==> config.mk <==
export PLATFORM = sky130hd
export DESIGN_NAME = gpio_dual_bank
export DESIGN_NICKNAME = d
export VERILOG_FILES = /design/src/rtl/gpio_dual_pkg.sv /design/src/rtl/gpio_addr_dec.sv /design/src/rtl/gpio_sync2.sv /design/src/rtl/gpio_bank.sv /design/src/rtl/gpio_dual_bank.sv
export SDC_FILE = /design/constraint.sdc
export NUM_CORES = 1
export LEC_CHECK = 0
export BUFFER_PORTS_ARGS = -buffer_cell sky130_fd_sc_hd__buf_2
export CAP_MARGIN = 20
export CORE_AREA = 2 2 86 96
export CTS_BUF_LIST = sky130_fd_sc_hd__clkbuf_8
export DETAILED_ROUTE_END_ITERATION = 8
export DIE_AREA = 0 0 88 98
export PLACE_DENSITY = 0.79
export SLEW_MARGIN = 20
export SYNTH_ARGS = -nofsm -noshare
export SYNTH_HDL_FRONTEND = slang
export SYNTH_HIERARCHICAL = 1
export SYNTH_SLANG_ARGS = --single-unit
==> constraint.sdc <==
create_clock -name clk -period 2.8 [get_ports clk]
set_input_delay 0.56 -clock clk [delete_from_list [all_inputs] [get_ports clk]]
set_output_delay 0.56 -clock clk [all_outputs]
set_load 0.1 [all_outputs]
==> src/rtl/gpio_dual_pkg.sv <==
package gpio_dual_pkg;
  typedef enum logic [1:0] {
    RK_EN   = 2'd0,
    RK_DIR  = 2'd1,
    RK_LVL  = 2'd2,
    RK_NONE = 2'd3
  } reg_kind_e;

  localparam int unsigned BYTES_PER_KIND = 4;
  localparam int unsigned BANK_ADDR_BIT  = 5;
endpackage

==> src/rtl/gpio_addr_dec.sv <==
module gpio_addr_dec
  import gpio_dual_pkg::*;
#(
  parameter int unsigned ADDR_W = 6
) (
  input  logic [ADDR_W-1:0] addr,
  output logic              bank_sel,
  output reg_kind_e         kind,
  output logic [1:0]        byte_idx
);
  logic upper_zero;

  generate
    if (ADDR_W > 6) begin : g_wide
      assign upper_zero = (addr[ADDR_W-1:6] == '0);
    end else begin : g_narrow
      assign upper_zero = 1'b1;
    end
  endgenerate

  always_comb begin
    bank_sel = addr[BANK_ADDR_BIT];
    byte_idx = addr[1:0];
    kind     = RK_NONE;
    if (upper_zero) begin
      unique case (addr[4:2])
        3'd0:    kind = RK_EN;
        3'd1:    kind = RK_DIR;
        3'd2:    kind = RK_LVL;
        default: kind = RK_NONE;
      endcase
    end
  end
endmodule

==> src/rtl/gpio_sync2.sv <==
module gpio_sync2 #(
  parameter int unsigned W = 8
) (
  input  logic         clk,
  input  logic         rst,
  input  logic [W-1:0] d,
  output logic [W-1:0] q
);
  logic [W-1:0] s1_q;
  logic [W-1:0] s2_q;

  always_ff @(posedge clk) begin
    if (rst) begin
      s1_q <= '0;
      s2_q <= '0;
    end else begin
      s1_q <= d;
      s2_q <= s1_q;
    end
  end

  assign q = s2_q;
endmodule

==> src/rtl/gpio_bank.sv <==
module gpio_bank
  import gpio_dual_pkg::*;
#(
  parameter int unsigned PINS       = 8,
  parameter int unsigned RST_EN_CNT = 0
) (
  input  logic            clk,
  input  logic            rst,
  input  logic            wr_en,
  input  reg_kind_e       kind,
  input  logic [1:0]      byte_idx,
  input  logic [7:0]      wdata,
  output logic [7:0]      rd_byte,
  input  logic [PINS-1:0] pad_in,
  output logic [PINS-1:0] pad_oe,
  output logic [PINS-1:0] pad_out
);
  localparam int unsigned PADW = BYTES_PER_KIND * 8;

  function automatic logic [PINS-1:0] rst_en_mask();
    logic [PINS-1:0] m;
    for (int i = 0; i < PINS; i++) m[i] = (i < RST_EN_CNT);
    return m;
  endfunction

  localparam logic [PINS-1:0] RST_EN = rst_en_mask();

  logic [PINS-1:0] en_q, dir_q, lvl_q, oe_q, out_q;
  logic [PINS-1:0] sync_in;
  logic [PINS-1:0] byte_hit, wval;
  logic [PINS-1:0] m_en, m_dir, m_lvl;
  logic [PINS-1:0] lvl_view;
  logic [PADW-1:0] rd_vec;

  gpio_sync2 #(.W(PINS)) u_sync (
    .clk (clk),
    .rst (rst),
    .d   (pad_in),
    .q   (sync_in)
  );

  genvar p;
  generate
    for (p = 0; p < PINS; p++) begin : g_pin
      localparam int unsigned BYI = p / 8;
      localparam int unsigned BTI = p % 8;
      assign byte_hit[p] = wr_en && (byte_idx == 2'(BYI));
      assign wval[p]     = wdata[BTI];
    end
  endgenerate

  assign m_en  = (kind == RK_EN)  ? byte_hit : '0;
  assign m_dir = (kind == RK_DIR) ? byte_hit : '0;
  assign m_lvl = (kind == RK_LVL) ? (byte_hit & ~dir_q) : '0;

  always_ff @(posedge clk) begin
    if (rst) begin
      en_q  <= RST_EN;
      dir_q <= '1;
      lvl_q <= '0;
      oe_q  <= '0;
      out_q <= '0;
    end else begin
      en_q  <= (en_q  & ~m_en)  | (wval & m_en);
      dir_q <= (dir_q & ~m_dir) | (wval & m_dir);
      lvl_q <= (lvl_q & ~m_lvl) | (wval & m_lvl);
      oe_q  <= en_q & ~dir_q;
      out_q <= lvl_q;
    end
  end

  assign lvl_view = (dir_q & sync_in) | (~dir_q & lvl_q);

  always_comb begin
    unique case (kind)
      RK_EN:   rd_vec = PADW'(en_q);
      RK_DIR:  rd_vec = PADW'(dir_q);
      RK_LVL:  rd_vec = PADW'(lvl_view);
      default: rd_vec = '0;
    endcase
  end

  assign rd_byte = rd_vec[{byte_idx, 3'b000} +: 8];
  assign pad_oe  = oe_q;
  assign pad_out = out_q;

  a_r7_input_level_kept : assert property (@(posedge clk) disable iff (rst)
    1'b1 |=> (((lvl_q ^ $past(lvl_q)) & $past(dir_q)) == '0));

  a_r7_level_moves_only_on_write : assert property (@(posedge clk) disable iff (rst)
    !(wr_en && kind == RK_LVL) |=> $stable(lvl_q));

  a_r9_oe_needs_enable : assert property (@(posedge clk) disable iff (rst)
    1'b1 |=> ((pad_oe & ~$past(en_q)) == '0));

  a_r1_dir_reset_input : assert property (@(posedge clk)
    $past(rst) |-> (dir_q == '1 && lvl_q == '0));
endmodule

==> src/rtl/gpio_dual_bank.sv <==
module gpio_dual_bank
  import gpio_dual_pkg::*;
#(
  parameter int unsigned NUM_PINS      = 14,
  parameter int unsigned RESUME_BASE   = 10,
  parameter int unsigned CORE_RST_EN   = 7,
  parameter int unsigned RESUME_RST_EN = 3,
  parameter int unsigned ADDR_W        = 6
) (
  input  logic                clk,
  input  logic                rst,
  input  logic [ADDR_W-1:0]   bus_addr,
  input  logic                bus_wr,
  input  logic [7:0]          bus_wdata,
  input  logic                bus_rd,
  output logic [7:0]          bus_rdata,
  input  logic [NUM_PINS-1:0] pad_in,
  output logic [NUM_PINS-1:0] pad_oe,
  output logic [NUM_PINS-1:0] pad_out
);
  localparam int unsigned CORE_PINS = RESUME_BASE;
  localparam int unsigned RES_PINS  = NUM_PINS - RESUME_BASE;

  logic       bank_sel;
  reg_kind_e  kind;
  logic [1:0] byte_idx;
  logic       wr_core, wr_res;
  logic [7:0] rd_core, rd_res, rd_sel;
  logic [7:0] rdata_q;

  gpio_addr_dec #(.ADDR_W(ADDR_W)) u_dec (
    .addr     (bus_addr),
    .bank_sel (bank_sel),
    .kind     (kind),
    .byte_idx (byte_idx)
  );

  assign wr_core = bus_wr && (kind != RK_NONE) && !bank_sel;
  assign wr_res  = bus_wr && (kind != RK_NONE) &&  bank_sel;

  gpio_bank #(.PINS(CORE_PINS), .RST_EN_CNT(CORE_RST_EN)) u_core (
    .clk      (clk),
    .rst      (rst),
    .wr_en    (wr_core),
    .kind     (kind),
    .byte_idx (byte_idx),
    .wdata    (bus_wdata),
    .rd_byte  (rd_core),
    .pad_in   (pad_in[CORE_PINS-1:0]),
    .pad_oe   (pad_oe[CORE_PINS-1:0]),
    .pad_out  (pad_out[CORE_PINS-1:0])
  );

  gpio_bank #(.PINS(RES_PINS), .RST_EN_CNT(RESUME_RST_EN)) u_resume (
    .clk      (clk),
    .rst      (rst),
    .wr_en    (wr_res),
    .kind     (kind),
    .byte_idx (byte_idx),
    .wdata    (bus_wdata),
    .rd_byte  (rd_res),
    .pad_in   (pad_in[NUM_PINS-1:CORE_PINS]),
    .pad_oe   (pad_oe[NUM_PINS-1:CORE_PINS]),
    .pad_out  (pad_out[NUM_PINS-1:CORE_PINS])
  );

  assign rd_sel = (kind == RK_NONE) ? 8'h00 : (bank_sel ? rd_res : rd_core);

  always_ff @(posedge clk) begin
    if (rst) rdata_q <= 8'h00;
    else     rdata_q <= bus_rd ? rd_sel : 8'h00;
  end

  assign bus_rdata = rdata_q;

  a_r4_idle_reads_zero : assert property (@(posedge clk) disable iff (rst)
    !bus_rd |=> (bus_rdata == 8'h00));

  a_r1_outputs_after_reset : assert property (@(posedge clk)
    $past(rst) |-> (bus_rdata == 8'h00 && pad_oe == '0 && pad_out == '0));

  a_r5_unmapped_reads_zero : assert property (@(posedge clk) disable iff (rst)
    (bus_rd && kind == RK_NONE) |=> (bus_rdata == 8'h00));
endmodule

==> load_flow_metrics.sql, run 1 <==
INSERT INTO impl_metrics (metric_group, metric, value, unit) VALUES
('clock_network', 'clk_transition_reported_paths', '0.10', 'ns'),
('sta', 'timing_hold_violations_final', '0', ''),
('clock_network', 'cts_post_setup_buffers_inserted', '0', ''),
('pwr', 'worst_ir_drop_vdd', '368', 'uV'),
('clock_network', 'h_tree_depth', '3', ''),
('placement', 'routabilityCongestion', '0.810', ''),
('floorplanning', 'floorplan.core_area', '7700', 'sq um'),
('clock_network', 'cts_max_path_buffers', '2', ''),
('min_path', 'hold_class', 'in -> reg', ''),
('placement', 'dpl_worst_slack', '0.141', 'ns'),
('clock_network', 'cts_root_buffer', 'sky130_fd_sc_hd__clkbuf_8', ''),
('logic_synthesis', 'ys_top_cells_by_area', 'sky130_fd_sc_hd__dfxtp_1 (49%), sky130_fd_sc_hd__mux2i_1 (7.4%), sky130_fd_sc_hd__nor2b_1 (4.4%), sky130_fd_sc_hd__nand3b_1 (3.8%), sky130_fd_sc_hd__nand2_1 (3.8%)', ''),
('logic_synthesis', 'syn-cell-area', '4300', 'sq um'),
('min_path', 'whs_endpoint', 'u_resume/u_sync/s1_q[2]$_SDFF_PP0_', ''),
('sta', 'fin_worst_skew', '0.0101', 'ns'),
('logic_synthesis', 'syn_avg_cell_area', '9.85', 'sq um'),
('clock_network', 'clkSinkCount', '106', ''),
('sta', 'postLayoutSetupSlackWorst', '0.509', 'ns'),
('floorplanning', 'die-height', '98', 'microns'),
('min_path', 'min_delay_path_depth', '2', ''),
('global_routing', 'grt_first_pass_wirelength', '15200', 'microns'),
('setup_path', 'startpoint_type', 'primary input', ''),
('sta', 'final-max-slew-violation-count', '0', ''),
('logic_synthesis', 'synthCells', '437', ''),
('global_routing', 'antenna_found_initial', '0', ''),
('logic_synthesis', 'synth.yosys.warnings', '6', ''),
('status', 'outcome', 'complete, no violations', ''),
('logic_synthesis', 'dominantRegCellSynth', 'sky130_fd_sc_hd__dfxtp_1', ''),
('sta', 'fin_crit_sh', '81.8', '%'),
('final_layout', 'layout.core_utilization', '63.2', '%'),
('logic_synthesis', 'synth-edff-count', '0', ''),
('placement', 'total_instance_count_after_detailed_placement', '591', ''),
('logic_synthesis', 'synth_area_leader_cell', 'sky130_fd_sc_hd__dfxtp_1', ''),
('setup_path', 'crit_path_cell_trace', 'buf_2 -> or2_1 -> and2_4 -> nor3b_1 -> or3b_4 -> buf_4 -> nor3_1 -> mux2i_1 -> nor2_1', ''),
('setup_path', 'cp_data_required_time', '3.07', 'ns'),
('sta', 'fin_crit', '2.29', 'ns'),
('setup_path', 'endpoint_arrival_time_on_the_critical_path', '2.56', 'ns'),
('setup_path', 'crit_slowest_cell', 'sky130_fd_sc_hd__or3b_4', ''),
('final_layout', 'final.fill_count', '635', ''),
('logic_synthesis', 'yosys_register_bits', '106', ''),
('placement', 'dp_hpwl', '6110', 'microns'),
('floorplanning', 'fp.dieW', '88', 'microns'),
('logic_synthesis', 'synth-seq-area-share', '49.3', '%'),
('final_layout', 'antenna_cells', '0', ''),
('placement', 'post_placement_cell_area', '4660', 'sq um'),
('clock_network', 'tritoncts', 'yes', ''),
('drt', 'route.detailed.vias_per_inst', '5.26', ''),
('final_layout', 'drive_gt1_share', '24.8', '%'),
('floorplanning', 'floorplan.io_pins', '68', ''),
('setup_path', 'worstRegToRegCells', '6', ''),
('final_layout', 'final_cell_count_no_fill', '607', ''),
('clock_network', 'tritoncts.num_buffers', '9', ''),
('drt', 'firstDrtPassIters', '5', ''),
('setup_path', 'setup.worst_path.start', 'bus_addr[4]', ''),
('setup_path', 'setup.worst_path.class', 'in -> reg', ''),
('setup_path', 'setup.reg_to_reg.worst_slack', '1.27', 'ns'),
('setup_path', 'worstPathMaxFanout', '10', ''),
('drt', 'avgRoutedWirePerCell', '14.9', 'microns'),
('final_layout', 'final_net_count', '526', ''),
('logic_synthesis', 'synth_top_area_share', '49.3', '%'),
('global_routing', 'global_route.usage.total', '22.7', '%'),
('setup_path', 'worstReg2RegEnd', 'bus_rdata[0]$_SDFF_PP0_', ''),
('sta', 'rsz0062_at_grt', 'false', ''),
('clock_network', 'cts_hold_repair.buffers', '0', ''),
('min_path', 'min-delay-start', 'pad_in[12]', ''),
('floorplanning', 'die-area', '8620', 'sq um'),
('drt', 'first_iter_violations', '268', ''),
('run', 'cap_viol_max_count', '0', ''),
('sta', 'hold-worst-slack', '0.397', 'ns'),
('final_layout', 'final_std_cell_area_no_fill', '4870', 'sq um'),
('final_layout', 'area_occupied_by_registers', '2120', 'sq um');
-- critical path: cells and delay by family --
family	cells	cell delay, ns
multiplexers	1	0.22
AND/OR/NAND/NOR	6	1.47
buffers and inverters	2	0.30
-- Yosys cell counts (2+ instances only) --
cell type and n:
sky130_fd_sc_hd__nor3_1 18, sky130_fd_sc_hd__a211o_1 2, sky130_fd_sc_hd__o21ai_0 4, sky130_fd_sc_hd__buf_2 11, sky130_fd_sc_hd__or3_1 3, sky130_fd_sc_hd__nor3_4 2, sky130_fd_sc_hd__a21oi_1 13, sky130_fd_sc_hd__nor3_2 4
sky130_fd_sc_hd__or2_1 2, sky130_fd_sc_hd__a311oi_1 2, sky130_fd_sc_hd__nor2_1 30, sky130_fd_sc_hd__nor2b_1 30, sky130_fd_sc_hd__nand2b_1 12, sky130_fd_sc_hd__nor3b_1 16, sky130_fd_sc_hd__o21a_1 6, sky130_fd_sc_hd__mux2_2 3
sky130_fd_sc_hd__a21o_1 4, sky130_fd_sc_hd__nand2_1 43, sky130_fd_sc_hd__nor2b_4 4, sky130_fd_sc_hd__a221oi_1 2, sky130_fd_sc_hd__buf_4 7, sky130_fd_sc_hd__o22ai_1 4, sky130_fd_sc_hd__clkbuf_1 7, sky130_fd_sc_hd__a21boi_0 6
sky130_fd_sc_hd__mux2i_1 32, sky130_fd_sc_hd__buf_6 5, sky130_fd_sc_hd__nor2b_2 16, sky130_fd_sc_hd__dfxtp_1 106, sky130_fd_sc_hd__inv_1 5, sky130_fd_sc_hd__a211oi_1 2, sky130_fd_sc_hd__buf_1 2, sky130_fd_sc_hd__nand3b_1 22
-- kinds of logic after synthesis --
group           Yosys count  share of synthesized area [%]
compound gates           47                           7.30
mux                      35                           8.23
flops                   106                           49.3
simple gates            211                           30.1
buf+inv                  37                           5.03
other cells               1                         0.0871
-- final cells by class --
class / count / area share, %
sequential: 106 / 43.6
multi-input combinational: 297 / 40.6
timing repair buffer: 75 / 8.43
clock buffer: 11 / 3.11
tap: 108 / 2.78
clock inverter: 5 / 1.11
inverter: 5 / 0.386
-- cells in the final DEF (no fill, tap or decap), types with 2 or more instances in the layout --
master	instances
sky130_fd_sc_hd__nor3_2	4
sky130_fd_sc_hd__mux2_2	3
sky130_fd_sc_hd__mux2i_1	32
sky130_fd_sc_hd__clkbuf_8	11
sky130_fd_sc_hd__a311oi_1	2
sky130_fd_sc_hd__dfxtp_1	106
sky130_fd_sc_hd__clkinvlp_4	2
sky130_fd_sc_hd__nor3b_1	16
sky130_fd_sc_hd__conb_1	4
sky130_fd_sc_hd__a211oi_1	2
sky130_fd_sc_hd__a221oi_1	2
sky130_fd_sc_hd__nor2b_4	4
sky130_fd_sc_hd__o22ai_1	4
sky130_fd_sc_hd__nand3b_1	22
sky130_fd_sc_hd__inv_1	6
sky130_fd_sc_hd__nand2b_1	12
sky130_fd_sc_hd__nor2b_1	30
sky130_fd_sc_hd__or2_1	2
sky130_fd_sc_hd__a21oi_1	13
sky130_fd_sc_hd__buf_2	66
sky130_fd_sc_hd__buf_4	8
sky130_fd_sc_hd__nor2_1	30
sky130_fd_sc_hd__nand2_1	43
sky130_fd_sc_hd__a211o_1	2
sky130_fd_sc_hd__nor3_1	18
sky130_fd_sc_hd__or3_1	3
sky130_fd_sc_hd__a21boi_0	6
sky130_fd_sc_hd__nor3_4	2
sky130_fd_sc_hd__o21ai_0	4
sky130_fd_sc_hd__o21a_1	6
sky130_fd_sc_hd__a21o_1	4
sky130_fd_sc_hd__nor2b_2	16
-- where the power goes --
group	total (mW)	switching (mW)	internal (mW)
combinational	0.197	0.120	0.0763
clock	0.956	0.499	0.457
sequential	1.53	0.00645	1.53
total	2.69	0.626	2.06
-- metal layers --
layer,vias to the layer above,wire length (microns),track usage (%),share of wire [%]
met5,-,0,0,0
met4,0,116,7.34,1.3
met3,11,596,5.66,6.6
met2,126,4350,36.0,48
met1,1481,4010,30.4,44
li1,1574,-,-,-
-- how the worst max path moves through the flow --
stage                     cells past startpoint  slack (ns)  endpoint
after floorplan                               9        0.32      flop
after global placement                        9        0.20      flop
after detailed placement                      8        0.14      flop
after CTS                                     9        0.54      flop
after global routing                          9        0.41      flop
final                                         9        0.51      flop
Power figures use the tool's default switching activity.
==> run 2, diff against run 1 <==
ABC_AREA = 1   (was unset)
CORE_AREA = 2 2 91 102   (was 2 2 86 96)
DIE_AREA = 0 0 93 104   (was 0 0 88 98)
PLACE_DENSITY = 0.76   (was 0.79)
clock period = 2.01 ns   (was 2.8 ns; I/O delays follow)
==> run 2 against run 1 <==
Die area rose by 12%; sequential power is 40% higher; worst setup slack worse by 0.096 ns; wire length rose by 11%; area after synthesis grew 3.4%; non-clock buffer count up 2; clock power up 22%; synthesized cell count is 46% higher; clock skew fell by 0.0040 ns; combinational power increased by 45%.
==> load_flow_metrics.sql, run 2 <==
INSERT INTO impl_metrics (metric_group, metric, value, unit) VALUES
('clock_network', 'cts_max_path_buffers', '2', ''),
('drt', 'drt.antenna.violating_nets', '0', ''),
('setup_path', 'worstPathMaxFanout', '6', ''),
('floorplanning', 'die-height', '104', 'microns'),
('clock_network', 'clk_transition_reported_paths', '0.09', 'ns'),
('placement', 'portBuffers', '67', ''),
('logic_synthesis', 'synthMostInstantiatedCell', 'sky130_fd_sc_hd__nand2_1', ''),
('drt', 'detailroute.via_count', '3917', ''),
('logic_synthesis', 'ys_top_cells_by_area', 'sky130_fd_sc_hd__dfxtp_1 (48%), sky130_fd_sc_hd__nand2_1 (14%), sky130_fd_sc_hd__nor2_1 (10%), sky130_fd_sc_hd__inv_1 (9.0%), sky130_fd_sc_hd__nand3_1 (5.8%)', ''),
('logic_synthesis', 'synth_top_area_share', '47.7', '%'),
('logic_synthesis', 'synth-seq-area-share', '47.7', '%'),
('drt', 'firstDrtPassIters', '5', ''),
('sta', 'fin_crit', '1.60', 'ns'),
('sta', 'hold-worst-slack', '0.227', 'ns'),
('clock_network', 'post_cts_resized', '0', ''),
('min_path', 'hold_class', 'in -> reg', ''),
('sta', 'setup_violators_final', '0', ''),
('sta', 'fmax', '0.626', 'GHz'),
('clock_network', 'insertion_delay', '0.37', 'ns'),
('floorplanning', 'floorplan.core_area', '8650', 'sq um'),
('final_layout', 'final_net_count', '736', ''),
('clock_network', 'tritoncts.num_buffers', '9', ''),
('logic_synthesis', 'synthCells', '636', ''),
('pwr', 'power-per-cell-area', '716', 'nW/um^2'),
('pwr', 'power.leakage', '2.61', 'nW'),
('status', 'outcome', 'complete, no violations', ''),
('floorplanning', 'fp.dieW', '93', 'microns'),
('global_routing', 'largest_net_degree_at_the_start_of_global_routing', '29', ''),
('final_layout', 'most-common-layout-cells', 'sky130_fd_sc_hd__nand2_1 (161), sky130_fd_sc_hd__nor2_1 (118), sky130_fd_sc_hd__inv_1 (108)', ''),
('floorplanning', 'placementRows', '36', ''),
('logic_synthesis', 'synth.distinct_cells', '24', ''),
('logic_synthesis', 'dominantRegCellSynth', 'sky130_fd_sc_hd__dfxtp_1', ''),
('logic_synthesis', 'yosys_register_bits', '106', ''),
('clock_network', 'cts_post_setup_buffers_inserted', '0', ''),
('clock_network', 'h_tree_depth', '3', ''),
('sta', 'postLayoutSetupSlackWorst', '0.413', 'ns'),
('placement', 'dp_hpwl', '7200', 'microns'),
('pwr', 'worst_ir_drop_vdd', '448', 'uV'),
('drt', 'drt_drc_violations_left', '0', ''),
('drt', 'avgRoutedWirePerCell', '12.3', 'microns'),
('sta', 'finalSetupTns', '0', 'ns'),
('sta', 'fin_crit_sh', '79.4', '%'),
('sta', 'final-max-slew-violation-count', '0', ''),
('final_layout', 'layout.cells.most_common', 'sky130_fd_sc_hd__nand2_1', ''),
('logic_synthesis', 'synth_area_leader_cell', 'sky130_fd_sc_hd__dfxtp_1', ''),
('drt', 'first_iter_violations', '312', ''),
('floorplanning', 'start_util', '51.5', '%'),
('setup_path', 'critical_path.endpoint_type', 'flop', ''),
('final_layout', 'footprint_of_the_multi_input_gates', '1730', 'sq um'),
('sta', 'timing_hold_violations_final', '0', ''),
('global_routing', 'globalRoute.totalOverflow', '0', ''),
('global_routing', 'antenna_found_initial', '0', ''),
('setup_path', 'endpoint_arrival_time_on_the_critical_path', '1.85', 'ns'),
('final_layout', 'syn_to_final_growth', '12.9', '%'),
('logic_synthesis', 'syn-cell-area', '4450', 'sq um'),
('global_routing', 'via_count_of_the_first_global_routing_pass', '3619', ''),
('clock_network', 'cts_root_buffer', 'sky130_fd_sc_hd__clkbuf_8', ''),
('sta', 'rsz0062_at_grt', 'false', ''),
('floorplanning', 'die-area', '9670', 'sq um'),
('clock_network', 'cts_hold_repair.buffers', '0', ''),
('clock_network', 'clkSinkCount', '106', ''),
('global_routing', 'grt_first_pass_wirelength', '16800', 'microns'),
('drt', 'route.detailed.vias_per_inst', '4.77', ''),
('sta', 'fin_worst_skew', '0.00611', 'ns'),
('floorplanning', 'floorplan.io_pins', '68', ''),
('clock_network', 'tritoncts', 'yes', ''),
('drt', 'detail_route.wirelength', '10100', 'microns'),
('final_layout', 'drive_gt1_share', '16.9', '%'),
('setup_path', 'setup.worst_path.class', 'in -> reg', ''),
('final_layout', 'final.fill_count', '839', ''),
('placement', 'dpl_worst_slack', '0.0507', 'ns'),
('logic_synthesis', 'synth-edff-count', '0', ''),
('logic_synthesis', 'synthTopCellsByCount', 'sky130_fd_sc_hd__nand2_1 (161), sky130_fd_sc_hd__nor2_1 (118), sky130_fd_sc_hd__inv_1 (107)', ''),
('logic_synthesis', 'synth.yosys.warnings', '6', ''),
('setup_path', 'startpoint_type', 'primary input', ''),
('run', 'cap_viol_max_count', '0', ''),
('final_layout', 'antenna_cells', '0', ''),
('final_layout', 'area_occupied_by_registers', '2120', 'sq um'),
('placement', 'routabilityCongestion', '0.900', ''),
('global_routing', 'global_route.usage.total', '22.0', '%'),
('logic_synthesis', 'synth_async_sr_flop_share', '0', '%'),
('logic_synthesis', 'syn_avg_cell_area', '7.00', 'sq um'),
('setup_path', 'cp_data_required_time', '2.26', 'ns');
-- run 2: cell types whose count changed in the layout (fill, tap and decap cells not counted), moves of 12 or more --
cell	change
sky130_fd_sc_hd__inv_1	+102
sky130_fd_sc_hd__mux2i_1	-32
sky130_fd_sc_hd__nand2_1	+118
sky130_fd_sc_hd__nand2b_1	-12
sky130_fd_sc_hd__nand3_1	+51
sky130_fd_sc_hd__nand3b_1	-22
sky130_fd_sc_hd__nor2_1	+88
sky130_fd_sc_hd__nor2b_1	-30
sky130_fd_sc_hd__nor2b_2	-16
sky130_fd_sc_hd__nor3_1	-17
sky130_fd_sc_hd__nor3b_1	-16
-- run 2: path summary, 6_finish.rpt --
| path | startpoint | end | slack (ns) | depth (start not counted) |
|---|---|---|---|---|
| max reg2reg | flop | bus_rdata[3]$_SDFF_PP0_ | 0.79 | 8 |
| min | pad_in[6] | u_core/u_sync/s1_q[6]$_SDFF_PP0_ | 0.23 | 3 |
| min reg2reg | u_core/u_sync/s1_q[8]$_SDFF_PP0_ | u_core/u_sync/q[8]$_SDFF_PP0_ | 0.40 | 2 |
| max | bus_addr[4] | flop | 0.41 | 11 |
-- run 2: worst max-delay path, stage by stage --
cell and delay, ns:
sky130_fd_sc_hd__buf_2 0.09, sky130_fd_sc_hd__inv_1 0.06, sky130_fd_sc_hd__nand2_1 0.16, sky130_fd_sc_hd__nand2_1 0.14, sky130_fd_sc_hd__nand2_1 0.07, sky130_fd_sc_hd__nor2_1 0.20
sky130_fd_sc_hd__nand2_1 0.13, sky130_fd_sc_hd__nor2_4 0.17, sky130_fd_sc_hd__nand2_1 0.13, sky130_fd_sc_hd__a21oi_1 0.18, sky130_fd_sc_hd__o21ai_0 0.11
-- run 2: cell families after synthesis --
| group | share of synthesized area [%] |
|---|---|
| compound gates | 3.18 |
| buf+inv | 13.7 |
| flops | 47.7 |
| other cells | 0.0843 |
| simple gates | 35.3 |
-- run 2: per-layer routing --
layer	global-route usage (%)	share of wire (%)	up-vias
met5	0	0	-
li1	-	-	2016
met4	11.4	2.8	0
met3	2.97	7.2	22
met2	35.8	48	164
met1	28.4	42	1715
-- run 2: layout make-up --
class	count	area share [%]
clock inverters	4	0.374
flip-flops and latches	106	42.2
multi-input cells	394	34.4
inverters	116	8.72
repair buffers	77	8.42
well taps	114	2.84
clock buffers	11	3.01
-- run 2: report_power, final --
part           internal [mW]  switching (mW)  total (mW)
Clock                  0.501           0.671        1.17
Combinational         0.0862           0.200       0.286
Sequential              2.13          0.0101        2.14
Total                   2.72           0.881        3.60
-- run 2: stage by stage --
step | total power [mW] | cell area (sq um) | std cells | util, %
floorplan | 2.39 | 4460 | 639 | -
global placement | 2.47 | 4850 | 807 | 56.1
detailed placement | 2.47 | 4850 | 807 | 56.1
CTS | 3.63 | 5020 | 822 | 58.1
global route | 3.75 | 5020 | 822 | 58.1
finish | 3.60 | 5020 | 822 | 58.1
